--- src/rtl/vsq_pkg.sv ---
package vsq_pkg;

    localparam int VSQ_DATA_W = 16;
    localparam int VSQ_TS_W   = 16;

    typedef struct packed {
        logic [VSQ_DATA_W-1:0] value;
        logic [VSQ_TS_W-1:0]   ready_at;
    } vsq_entry_t;

    typedef enum logic [0:0] {
        SEQ_WORD,
        SEQ_LOW_BYTE
    } seq_state_t;

    typedef enum logic [2:0] {
        ACT_IDLE,
        ACT_UNUSED,
        ACT_PAT_HI,
        ACT_PAT_LO,
        ACT_COLOR,
        ACT_VSCROLL,
        ACT_SKIP
    } slot_act_t;

    localparam logic [3:0] CODE_PATTERN = 4'd1;
    localparam logic [3:0] CODE_COLOR   = 4'd3;
    localparam logic [3:0] CODE_VSCROLL = 4'd5;

endpackage

--- src/rtl/vsq_fifo.sv ---
module vsq_fifo
    import vsq_pkg::*;
#(
    parameter int DEPTH = 4
) (
    input  logic       clk,
    input  logic       rst_n,
    input  logic       push,
    input  vsq_entry_t din,
    input  logic       pop,
    output vsq_entry_t head,
    output logic       empty,
    output logic       full
);
    localparam int CNT_W = $clog2(DEPTH + 1);

    vsq_entry_t         slots [DEPTH];
    logic [CNT_W-1:0]   count;
    logic               push_ok;
    logic               pop_ok;
    logic [CNT_W-1:0]   wr_idx;

    assign empty   = (count == '0);
    assign full    = (count == CNT_W'(DEPTH));
    assign push_ok = push && !full;
    assign pop_ok  = pop && !empty;
    assign wr_idx  = count - CNT_W'(pop_ok);
    assign head    = slots[0];

    always_ff @(posedge clk) begin
        if (!rst_n) begin
            count <= '0;
        end else begin
            count <= count + CNT_W'(push_ok) - CNT_W'(pop_ok);
        end
    end

    for (genvar g = 0; g < DEPTH; g++) begin : g_slot
        always_ff @(posedge clk) begin
            if (!rst_n) begin
                slots[g] <= '0;
            end else if (push_ok && wr_idx == CNT_W'(g)) begin
                slots[g] <= din;
            end else if (pop_ok) begin
                if (g < DEPTH - 1) begin
                    slots[g] <= slots[(g < DEPTH - 1) ? g + 1 : g];
                end else begin
                    slots[g] <= '0;
                end
            end
        end
    end

endmodule

--- src/rtl/vsq_addr_unit.sv ---
module vsq_addr_unit #(
    parameter int ADDR_W    = 16,
    parameter int INC_W     = 8,
    parameter int CODE_W    = 4,
    parameter int COL_WORDS = 64,
    parameter int VS_WORDS  = 40,
    parameter int VS_SPAN   = 64
) (
    input  logic                          clk,
    input  logic                          rst_n,
    input  logic                          cmd_we,
    input  logic [CODE_W-1:0]             cmd_code,
    input  logic [ADDR_W-1:0]             cmd_addr,
    input  logic                          inc_we,
    input  logic [INC_W-1:0]              inc_val,
    input  logic                          advance,
    output logic [CODE_W-1:0]             code,
    output logic [ADDR_W-1:0]             addr,
    output logic [$clog2(COL_WORDS)-1:0]  col_idx,
    output logic [$clog2(VS_SPAN)-1:0]    vs_idx,
    output logic                          vs_in_range
);
    localparam int COL_AW = $clog2(COL_WORDS);
    localparam int VS_AW  = $clog2(VS_SPAN);

    logic [INC_W-1:0] step;

    always_ff @(posedge clk) begin
        if (!rst_n) begin
            code <= '0;
            addr <= '0;
            step <= '0;
        end else begin
            if (cmd_we) begin
                code <= cmd_code;
                addr <= cmd_addr;
            end else if (advance) begin
                addr <= addr + ADDR_W'(step);
            end
            if (inc_we) begin
                step <= inc_val;
            end
        end
    end

    assign col_idx     = addr[COL_AW:1];
    assign vs_idx      = addr[VS_AW:1];
    assign vs_in_range = ({1'b0, vs_idx} < (VS_AW + 1)'(VS_WORDS));

endmodule

--- src/rtl/vsq_slot_fsm.sv ---
module vsq_slot_fsm
    import vsq_pkg::*;
(
    input  logic       clk,
    input  logic       rst_n,
    input  logic       slot_strobe,
    input  logic       head_avail,
    input  logic [3:0] code,
    output slot_act_t  act,
    output logic       pop,
    output logic       advance
);
    seq_state_t state, state_nxt;
    logic       serve;

    assign serve = slot_strobe && head_avail;

    always_ff @(posedge clk) begin
        if (!rst_n) begin
            state <= SEQ_WORD;
        end else begin
            state <= state_nxt;
        end
    end

    always_comb begin
        state_nxt = state;
        unique case (state)
            SEQ_WORD: begin
                if (serve && code == CODE_PATTERN) begin
                    state_nxt = SEQ_LOW_BYTE;
                end
            end
            SEQ_LOW_BYTE: begin
                if (serve) begin
                    state_nxt = SEQ_WORD;
                end
            end
            default: state_nxt = SEQ_WORD;
        endcase
    end

    always_comb begin
        act     = ACT_IDLE;
        pop     = 1'b0;
        advance = 1'b0;
        if (slot_strobe && !head_avail) begin
            act = ACT_UNUSED;
        end else if (serve) begin
            pop     = 1'b1;
            advance = 1'b1;
            unique case (code)
                CODE_PATTERN: begin
                    if (state == SEQ_LOW_BYTE) begin
                        act = ACT_PAT_LO;
                    end else begin
                        act     = ACT_PAT_HI;
                        pop     = 1'b0;
                        advance = 1'b0;
                    end
                end
                CODE_COLOR:   act = ACT_COLOR;
                CODE_VSCROLL: act = ACT_VSCROLL;
                default:      act = ACT_SKIP;
            endcase
        end
    end

endmodule

--- src/rtl/vram_slot_sequencer.sv ---
module vram_slot_sequencer
    import vsq_pkg::*;
#(
    parameter int DEPTH     = 4,
    parameter int ADDR_W    = 16,
    parameter int INC_W     = 8,
    parameter int COL_WORDS = 64,
    parameter int VS_WORDS  = 40,
    parameter int VS_SPAN   = 64,
    localparam int COL_AW   = $clog2(COL_WORDS),
    localparam int VS_AW    = $clog2(VS_SPAN),
    localparam int DATA_W   = VSQ_DATA_W,
    localparam int TS_W     = VSQ_TS_W,
    localparam int BYTE_W   = DATA_W / 2
) (
    input  logic              clk,
    input  logic              rst_n,
    input  logic [TS_W-1:0]   cur_cycle,
    input  logic              wr_valid,
    input  logic [DATA_W-1:0] wr_data,
    input  logic [TS_W-1:0]   wr_ready_at,
    output logic              host_stall,
    input  logic              cmd_we,
    input  logic [3:0]        cmd_code,
    input  logic [ADDR_W-1:0] cmd_addr,
    input  logic              inc_we,
    input  logic [INC_W-1:0]  inc_val,
    input  logic              slot_strobe,
    output logic              pat_we,
    output logic [ADDR_W-1:0] pat_addr,
    output logic [BYTE_W-1:0] pat_data,
    output logic              col_we,
    output logic [COL_AW-1:0] col_addr,
    output logic [DATA_W-1:0] col_data,
    output logic              vs_we,
    output logic [VS_AW-1:0]  vs_addr,
    output logic [DATA_W-1:0] vs_data,
    output logic              slot_unused
);
    vsq_entry_t        head;
    vsq_entry_t        push_word;
    logic              fifo_empty;
    logic              head_avail;
    logic              pop;
    logic              advance;
    slot_act_t         act;
    logic [3:0]        code;
    logic [ADDR_W-1:0] addr;
    logic [COL_AW-1:0] col_idx;
    logic [VS_AW-1:0]  vs_idx;
    logic              vs_in_range;

    assign push_word.value    = wr_data;
    assign push_word.ready_at = wr_ready_at;
    assign head_avail         = !fifo_empty && (head.ready_at <= cur_cycle);

    vsq_fifo #(.DEPTH(DEPTH)) u_fifo (
        .clk   (clk),
        .rst_n (rst_n),
        .push  (wr_valid),
        .din   (push_word),
        .pop   (pop),
        .head  (head),
        .empty (fifo_empty),
        .full  (host_stall)
    );

    vsq_addr_unit #(
        .ADDR_W    (ADDR_W),
        .INC_W     (INC_W),
        .CODE_W    (4),
        .COL_WORDS (COL_WORDS),
        .VS_WORDS  (VS_WORDS),
        .VS_SPAN   (VS_SPAN)
    ) u_addr (
        .clk         (clk),
        .rst_n       (rst_n),
        .cmd_we      (cmd_we),
        .cmd_code    (cmd_code),
        .cmd_addr    (cmd_addr),
        .inc_we      (inc_we),
        .inc_val     (inc_val),
        .advance     (advance),
        .code        (code),
        .addr        (addr),
        .col_idx     (col_idx),
        .vs_idx      (vs_idx),
        .vs_in_range (vs_in_range)
    );

    vsq_slot_fsm u_fsm (
        .clk         (clk),
        .rst_n       (rst_n),
        .slot_strobe (slot_strobe),
        .head_avail  (head_avail),
        .code        (code),
        .act         (act),
        .pop         (pop),
        .advance     (advance)
    );

    always_ff @(posedge clk) begin
        if (!rst_n) begin
            pat_we      <= 1'b0;
            pat_addr    <= '0;
            pat_data    <= '0;
            col_we      <= 1'b0;
            col_addr    <= '0;
            col_data    <= '0;
            vs_we       <= 1'b0;
            vs_addr     <= '0;
            vs_data     <= '0;
            slot_unused <= 1'b0;
        end else begin
            pat_we      <= (act == ACT_PAT_HI) || (act == ACT_PAT_LO);
            col_we      <= (act == ACT_COLOR);
            vs_we       <= (act == ACT_VSCROLL) && vs_in_range;
            slot_unused <= (act == ACT_UNUSED);
            if (act == ACT_PAT_HI) begin
                pat_addr <= addr;
                pat_data <= head.value[DATA_W-1:BYTE_W];
            end else if (act == ACT_PAT_LO) begin
                pat_addr <= addr ^ ADDR_W'(1);
                pat_data <= head.value[BYTE_W-1:0];
            end
            if (act == ACT_COLOR) begin
                col_addr <= col_idx;
                col_data <= head.value;
            end
            if (act == ACT_VSCROLL) begin
                vs_addr <= vs_idx;
                vs_data <= head.value;
            end
        end
    end

endmodule

--- config.mk ---
export PLATFORM = sky130hd
export DESIGN_NAME = vram_slot_sequencer
export DESIGN_NICKNAME = d
export VERILOG_FILES = /design/src/rtl/vsq_pkg.sv /design/src/rtl/vsq_fifo.sv /design/src/rtl/vsq_addr_unit.sv /design/src/rtl/vsq_slot_fsm.sv /design/src/rtl/vram_slot_sequencer.sv
export SDC_FILE = /design/constraint.sdc
export NUM_CORES = 1
export LEC_CHECK = 0
export ABC_AREA = 1
export BUFFER_PORTS_ARGS = -buffer_cell sky130_fd_sc_hd__buf_4
export CORE_AREA = 2 2 141 170
export CTS_CLUSTER_DIAMETER = 50
export DETAILED_ROUTE_END_ITERATION = 16
export DIE_AREA = 0 0 143 172
export PLACE_DENSITY = 0.76
export SYNTH_ARGS = -nofsm -noshare
export SYNTH_HDL_FRONTEND = slang
export SYNTH_HIERARCHICAL = 1
export SYNTH_SLANG_ARGS = --single-unit
--- constraint.sdc ---
create_clock -name clk -period 3.9 [get_ports clk]
set_input_delay 0.195 -clock clk [delete_from_list [all_inputs] [get_ports clk]]
set_output_delay 0.195 -clock clk [all_outputs]
set_load 0.01 [all_outputs]
======== After elaboration in Yosys (flattened, before gate mapping) ========
Memories as Yosys holds them, arrays and structs flattened.
Index checks and enable logic that the tools add are counted.
word-level totals
  memories ................................ 1
  RAM bits ................................ 128
  input bits .............................. 82
  output and inout port bits .............. 73
  flip-flop bits (word level) ............. 104
  word-level logic and storage cells ...... 114
memories
  memory        depth  width  read ports  clocked after Yosys merged registers in  wr ports  line            source
  u_fifo.slots  4      32     4           0                                        4         vsq_fifo.sv:17  vsq_entry_t slots [DEPTH];
cells by class
  $lt $le $gt $ge ......................... 2
  add/sub/neg operators ................... 4
  bitwise operators ....................... 10
  reductions and logical operators ........ 19
  mux-type cells .......................... 51
  equal/unequal tests ..................... 12
operators by type and width
  cell                number
  $mux 32             8
  $mux 16             4
  $mux 1              33
  $add 16x8->16       1
  $le 16x16->1        1
  $mux 8              2
  $eq 3x2->1 const B  4
  $logic_and 1x1->1   11
  $eq 3x3->1 const B  3
  $pmux 3 s3          1
  $or 1x1->1          8
  $eq 3x1->1 const B  2
  $logic_not 3->1     2
  $lt 6x6->1 const B  1
  $mux 3              2
  $sub 3x1->3         2
  $eq 4x1->1 const B  1
  $eq 4x2->1 const B  1
  $eq 4x3->1 const B  1
  $reduce_bool 2->1   2
  $add 3x1->3         1
  $logic_not 1->1     3
  $not 1->1           2
  $pmux 1 s2          1
  $logic_or 1x1->1    1

======== Longest topological paths before layout ========
Gate-level depths: netlist of run 1.
  word-level depth ........................ 15
  mapped depth ............................ 28
  mapped depth without buffers ............ 26

======== Cells and area by module ========
The synthesis of run 1 kept the hierarchy.
modules (own cells, without submodules)
  module               cells an instance  area an instance (sq um)  sequential area each (sq um)  instances
  vsq_fifo             620                6,358.6                   3,903.7                       1
  vram_slot_sequencer  389                2,974.1                   1,441.4                       1
  vsq_addr_unit        268                1,798.0                   560.5                         1
  vsq_slot_fsm         25                 141.4                     20.0                          1

======== Worst setup path after synthesis of run 1 ========
No wires, ideal clock.
  path kind ............................... flip-flop to flip-flop
  start point ............................. memory u_fifo/slots[0][15] (netlist name)
  end point ............................... memory u_fifo/slots[0][0] (netlist name), enable pin
  data arrival time ....................... 3.526 ns
  slack ................................... -0.016 ns
  path buffers ............................ 2
  cell stages (with the launch flop) ...... 20
  period minus slack after synthesis ...... 3.916 ns
  library setup time ...................... 0.389 ns
  cells stage by stage .................... edfxtp_1 -> ha_1 -> nand2_1 -> nor3_1 -> nand3_1 -> a21oi_1 -> nand2_1 -> a31oi_1 -> buf_4 -> nand2_2 -> inv_1 -> ha_1 -> ha_1 -> inv_1 -> nand2_1 -> nand2_2 -> inv_2 -> nand4_4 -> buf_2 -> nand2_1
RTL lines
  element      line
  from (decl)  vsq_fifo.sv:17

==> flow_summary.toml, run 1 <==
[setup_path]
critPathCaptureType = "flop"
cp_max_fo = 32
r2r_cells = 18
critPathKind = "reg2reg"
critPathArrivalTime_ps = 3730
startpoint_type = "flop"
crit_required_ps = 4130

[global_routing]
grt_pass1_wl_um = 46500
overflow = 0
grt_use_total = 0.235
antenna_found_initial = 1
grt_max_degree = 184
grt_pass1_vias = 9476

[synth]
synth_top_family_by_area = "simple AND/OR/NAND/NOR gates"
synth_simple_gate_area_share = 0.267
synth_mux_area_frac = 0
synthAdderAreaFrac = 0.0346
synth_area_um2 = 11300
synth_area_leaders = "edfxtp_1, dfxtp_1, nand3_1"
yosysTopAreaCell = "edfxtp_1"
ys_types = 41
synth_xor_area_frac = 0.00311
synth_top_area_frac = 0.341
synth_compound_area_frac = 0.0778
synth-seq-area-share = 0.526
syn_nets = 1414
ys_ff_latch = 232
netlist_instances = 1302
syn_avg_cell_area_um2 = 8.66
ys_warn_count = 6

[clock_tree]
cts_max_path_buffers = 3
cts-root-buf = "clkbuf_16"
insertion_delay_ps = 540
cts_tree = "done"
path_clk_slew_ps = 60
numCtsBuffers = 27
htreeDepth = 1
cts_sinks = 232

[sta]
fmaxAchievable_mhz = 286
setup_ws_ps = 399
fin_crit_sh = 0.898
slew_violations = 0
tns_ps = 0
hold-worst-slack_ps = 11.7
slew_headroom = 0.482
min_period_ps = 3500
setup_viol = 0
hold_violations = 0
worstMarginPinSlew_ps = 776
finClkSkew_ps = 12.0

[min_path]
hp-class = "in2reg"
min_path_cells = 3

[drt]
drtPass1Iterations = 5
drt_iter0_markers = 1108
wl_per_cell_um = 16.0
drc_errors = 0
drt_wl_total_um = 29200
via_count = 9651
postRouteAntennaNets = 0
via_per_inst = 5.28

[cells_and_area]
seq_area_um2 = 5930
layout-drive-gt1-share = 0.204
mostFrequentLayoutCell = "nand3_1"
fillCellCount = 1886
finalNetCount = 1604
layout_common_cells = "nand3_1, nor2_1, buf_4, nand2_1, edfxtp_1"
area_delta_synth_final_pct = 25.3
multi_input_area_um2 = 4350
instances_no_fill = 1829

[placement]
place_hpwl_um = 19200
place_congestion = 0.883
dp.cells = 1715
pre_cts_ws_ps = 223
portBuffers = 154

[flow_run]
cap_violations = 0

[die]
dieHeight_um = 172
dieWidth_um = 143
rows = 61
initial_core_util = 0.491
pin_count = 155
core_area_um2 = 23000
dieArea_um2 = 24600

[power]
ir_drop_v = 0.000399
power.leakage_uw = 0.00646
power_density_nw_per_um2 = 642

[run_status]
status = "complete, no violations"
[per-stage QoR]
step,total power (uW),utilization,instance area (um^2)
floorplan,5520,-,11300
global placement,6390,0.546,12500
detailed placement,6470,0.546,12500
CTS,9030,0.611,14000
global route,9560,0.615,14100
finish,9060,0.615,14100
[routing by layer]
layer / track usage / wire length (um)
met1: 0.273 / 11000
met2: 0.429 / 15100
met3: 0.0310 / 1900
met4: 0.108 / 1280
met5: 0 / 0
[report_power, final]
part           internal, uW  leakage, uW  switching, uW  total (uW)
logic                   994      0.00383           1740        2740
clock network          1480     0.000429           1020        2500
registers              3460      0.00220            371        3830
total                  5930      0.00646           3130        9060
[path summary, 6_finish.rpt]
kind,start,endpoint,slack [ps]
worst max-delay path,u_fifo/slots[0][15]$_DFFE_PP_,u_fifo/slots[3][26]$_SDFFCE_PP0P_,400
worst min-delay path,wr_ready_at[5],u_fifo/slots[0][5]$_DFFE_PP_,10
worst max register to register,u_fifo/slots[0][15]$_DFFE_PP_,u_fifo/slots[3][26]$_SDFFCE_PP0P_,400
worst min register to register,vs_addr[4]$_SDFFE_PN0N_,vs_addr[4]$_SDFFE_PN0N_,440
[Yosys cell counts (all sizes together)]
library cell,instances
nor2,227
nand3,223
nand2,186
inv,138
edfxtp,128
dfxtp,104
o21ai,83
buf,64
a21oi,54
ha,28
clkbuf,19
a22oi,16
nor3,8
a31oi,4
nand4,4
xor2,3
a211oi,2
a21o,2
fa,2
nand3b,2
a22o,1
and2,1
and3,1
or2,1
xnor2,1
[sequential cells by signal, summed over array words and instances, names as in the netlist, 3 cells and up]
signal / cells
pat_data: 8
u_fifo/slots: 128
col_addr: 6
u_fifo/count: 3
u_addr/code: 4
vs_addr: 6
u_addr/addr: 16
vs_data: 16
u_addr/step: 8
col_data: 16
pat_addr: 16
[kinds of logic (layout without fill, tap and decap cells)]
kind of cell / Yosys count / in the layout
flip-flops: 232 / 232
other: 0 / 1
AND/OR/NAND/NOR: 653 / 653
buffers and inverters: 221 / 432
AO/OA/AOI/OAI: 162 / 162
adder cells (fa/ha/maj): 30 / 30
XOR/XNOR: 4 / 4
[worst max-delay path: stages, from the launching register on]
cell and delay [ps]:
edfxtp_1 370, ha_1 310, nand2_1 100, nor3_2 220, nand3_1 110, a21oi_2 180, nand2_1 140, a31oi_2 210
nand2_2 150, inv_1 140, ha_1 160, ha_1 170, inv_1 50, nand2_1 60, nand2_2 90, nor3_1 290
nand2_1 80, nand2_1 120, buf_12 210
[area by class of cell]
| class | count | share of cell area |
|---|---|---|
| antenna | 1 | 0.000177 |
| clock buffer | 35 | 0.0548 |
| clock inverter | 15 | 0.00913 |
| inverter | 138 | 0.0367 |
| multi-input combinational | 849 | 0.308 |
| sequential | 232 | 0.420 |
| tap | 315 | 0.0279 |
| timing repair buffer | 244 | 0.144 |
[repair_timing]
action | CTS | global route
setup endpoints to repair | 0 | 247
hold buffers | 59 | 0
setup buffers | 0 | 4
resized for setup | 0 | 13
endpoints found under the hold margin | 59 | 0
No activity file was read; power rests on OpenSTA's default activity.
==> run 2, diff against run 1 <==
--- a/config.mk
+++ b/config.mk
@@ -7,11 +7,11 @@
 export LEC_CHECK = 0
 export ABC_AREA = 1
 export BUFFER_PORTS_ARGS = -buffer_cell sky130_fd_sc_hd__buf_4
-export CORE_AREA = 2 2 141 170
+export CORE_AREA = 2 2 167 202
 export CTS_CLUSTER_DIAMETER = 50
 export DETAILED_ROUTE_END_ITERATION = 16
-export DIE_AREA = 0 0 143 172
-export PLACE_DENSITY = 0.76
+export DIE_AREA = 0 0 169 204
+export PLACE_DENSITY = 0.58
 export SYNTH_ARGS = -nofsm -noshare
 export SYNTH_HDL_FRONTEND = slang
 export SYNTH_HIERARCHICAL = 1
==> run 2 against run 1 <==
  * Wire length is 5.7% higher
  * Largest power group unchanged
  * Sequential power about the same
  * Critical endpoint is now u_fifo/slots[2][16]$_SDFFCE_PN0P_
  * Maximum frequency fell by 1.3%
  * First-iteration DRC count fell by 36%
  * Non-clock buffer count up 9
==> flow_summary.toml, run 2 (synthesis results as in run 1) <==
[sta]
hold-worst-slack_ps = 40.1
hold_violations = 0
setup_ws_ps = 355
worstMarginPinSlew_ps = 861
slew_violations = 0
finClkSkew_ps = 17.4
rsz0062_at_grt = "false"
setup_viol = 0
min_period_ps = 3550
fin_crit_sh = 0.909
fmaxAchievable_mhz = 282
slew_headroom = 0.426

[power]
power.leakage_uw = 0.00659
power_density_nw_per_um2 = 650
ir_drop_v = 0.000333
finalPower_uw = 9400

[clock_tree]
cts_max_path_buffers = 3
cts_sinks = 232
cts_tree = "done"
path_clk_slew_ps = 60
numCtsBuffers = 30
insertion_delay_ps = 550
htreeDepth = 1
cts-root-buf = "clkbuf_16"

[setup_path]
critPathArrivalTime_ps = 3780
critPathCaptureType = "flop"
crit_path_start = "u_fifo/slots[0][15]$_DFFE_PP_"
cp_num_buf_inv = 3
critPathKind = "reg2reg"
timing.rr.start = "u_fifo/slots[0][15]$_DFFE_PP_"
startpoint_type = "flop"
crit_path_frequent_cell = "nand2_1"
crit_slowest_cell = "edfxtp_1"
cp_max_fo = 32
crit_required_ps = 4140
critical_path.max_stage_delay_ps = 360
path_delay_family = "simple AND/OR/NAND/NOR gates"
worstPathCellList = "ha_1 -> nand2_1 -> nor3_1 -> nand3_1 -> a21oi_1 -> nand2_1 -> a31oi_1 -> nand2_2 -> inv_1 -> ha_1 -> ha_1 -> inv_2 -> nand2_1 -> nor2_4 -> nand2_2 -> nand2_1 -> buf_12"

[drt]
postRouteAntennaNets = 0
drt_iter0_markers = 706
drtPass1Iterations = 5
drc_errors = 0
via_per_inst = 4.88
via_count = 9468
wl_per_cell_um = 15.9
drt_wl_total_um = 30900

[cells_and_area]
seq_area_um2 = 5930
area_delta_synth_final_pct = 28.3
diodes = 0
fillCellCount = 3167
layout-drive-gt1-share = 0.205
finalNetCount = 1616
mostFrequentLayoutCell = "nand3_1"
largest_reg_flops = 128
final_util = 0.442
multi_input_area_um2 = 4330
layout_common_cells = "nand3_1, nor2_1, buf_4, nand2_1, edfxtp_1"
regMostFlops = "u_fifo/slots"

[die]
core_area_um2 = 32700
dieWidth_um = 169
dieArea_um2 = 34500
rows = 73
initial_core_util = 0.345
dieHeight_um = 204
pin_count = 155

[placement]
pre_cts_ws_ps = 316
portBuffers = 154
place_congestion = 0.860
place_hpwl_um = 20900

[flow_run]
cap_violations = 0

[global_routing]
grt_use_total = 0.177
grt_max_degree = 92
antenna_found_initial = 0
overflow = 0
grt_pass1_vias = 9045
grt_pass1_wl_um = 48500

[min_path]
hp-class = "in2reg"
holdCritStartpoint = "wr_data[14]"

[run_status]
status = "complete, no violations"
[run 2: power by group]
part	switching [uW]	leakage (uW)	internal [uW]
logic	1750	0.00388	1020
clock network	1080	0.000517	1710
registers	379	0.00220	3460
total	3210	0.00659	6190
[run 2: cell type report]
class	instances	share of cell area
multi-input cells	849	0.299
clock inverters	12	0.00813
flip-flops and latches	232	0.410
clock buffers	44	0.0636
well taps	412	0.0356
inverters	138	0.0358
repair buffers	253	0.148
[run 2: worst min-delay path: stages]
cell,delay (ps)
buf_4,130
nand3_1,80
nand2_1,80
[run 2: path summary, 6_finish.rpt]
path                                       endpoint  slack [ps]  cells past startpoint
setup / recovery  u_fifo/slots[2][16]$_SDFFCE_PN0P_         350                     17
hold / removal        u_fifo/slots[1][30]$_DFFE_PP_          40                      3
hold reg to reg            vs_data[15]$_SDFFE_PN0N_         450                      2
setup reg to reg  u_fifo/slots[2][16]$_SDFFCE_PN0P_         350                     17
[run 2: per-stage QoR]
step / cell area, um^2 / std cells / TNS [ps]
2_1_floorplan: 11300 / 1302 / -1010
4_1_cts: 14400 / 1937 / 0
3_5_place_dp: 12700 / 1813 / 0
6_report: 14500 / 1940 / 0
3_3_place_gp: 12700 / 1813 / 0
5_1_grt: 14500 / 1940 / 0
[run 2: layer usage]
metal	wire, um	track usage	share of wire	vias up
li1	-	-	-	4724
met1	12500	0.213	0.40	4447
met2	15900	0.320	0.52	255
met3	1650	0.0271	0.053	42
met4	830	0.0611	0.027	0
met5	0	0	0	-
[run 2: what timing repair did]
action / CTS / global route
setup endpoints to repair: 0 / 48
hold endpoints to repair: 106 / 0
resized for setup: 0 / 3
hold buffers: 68 / 0
buffers inserted: 0 / 3
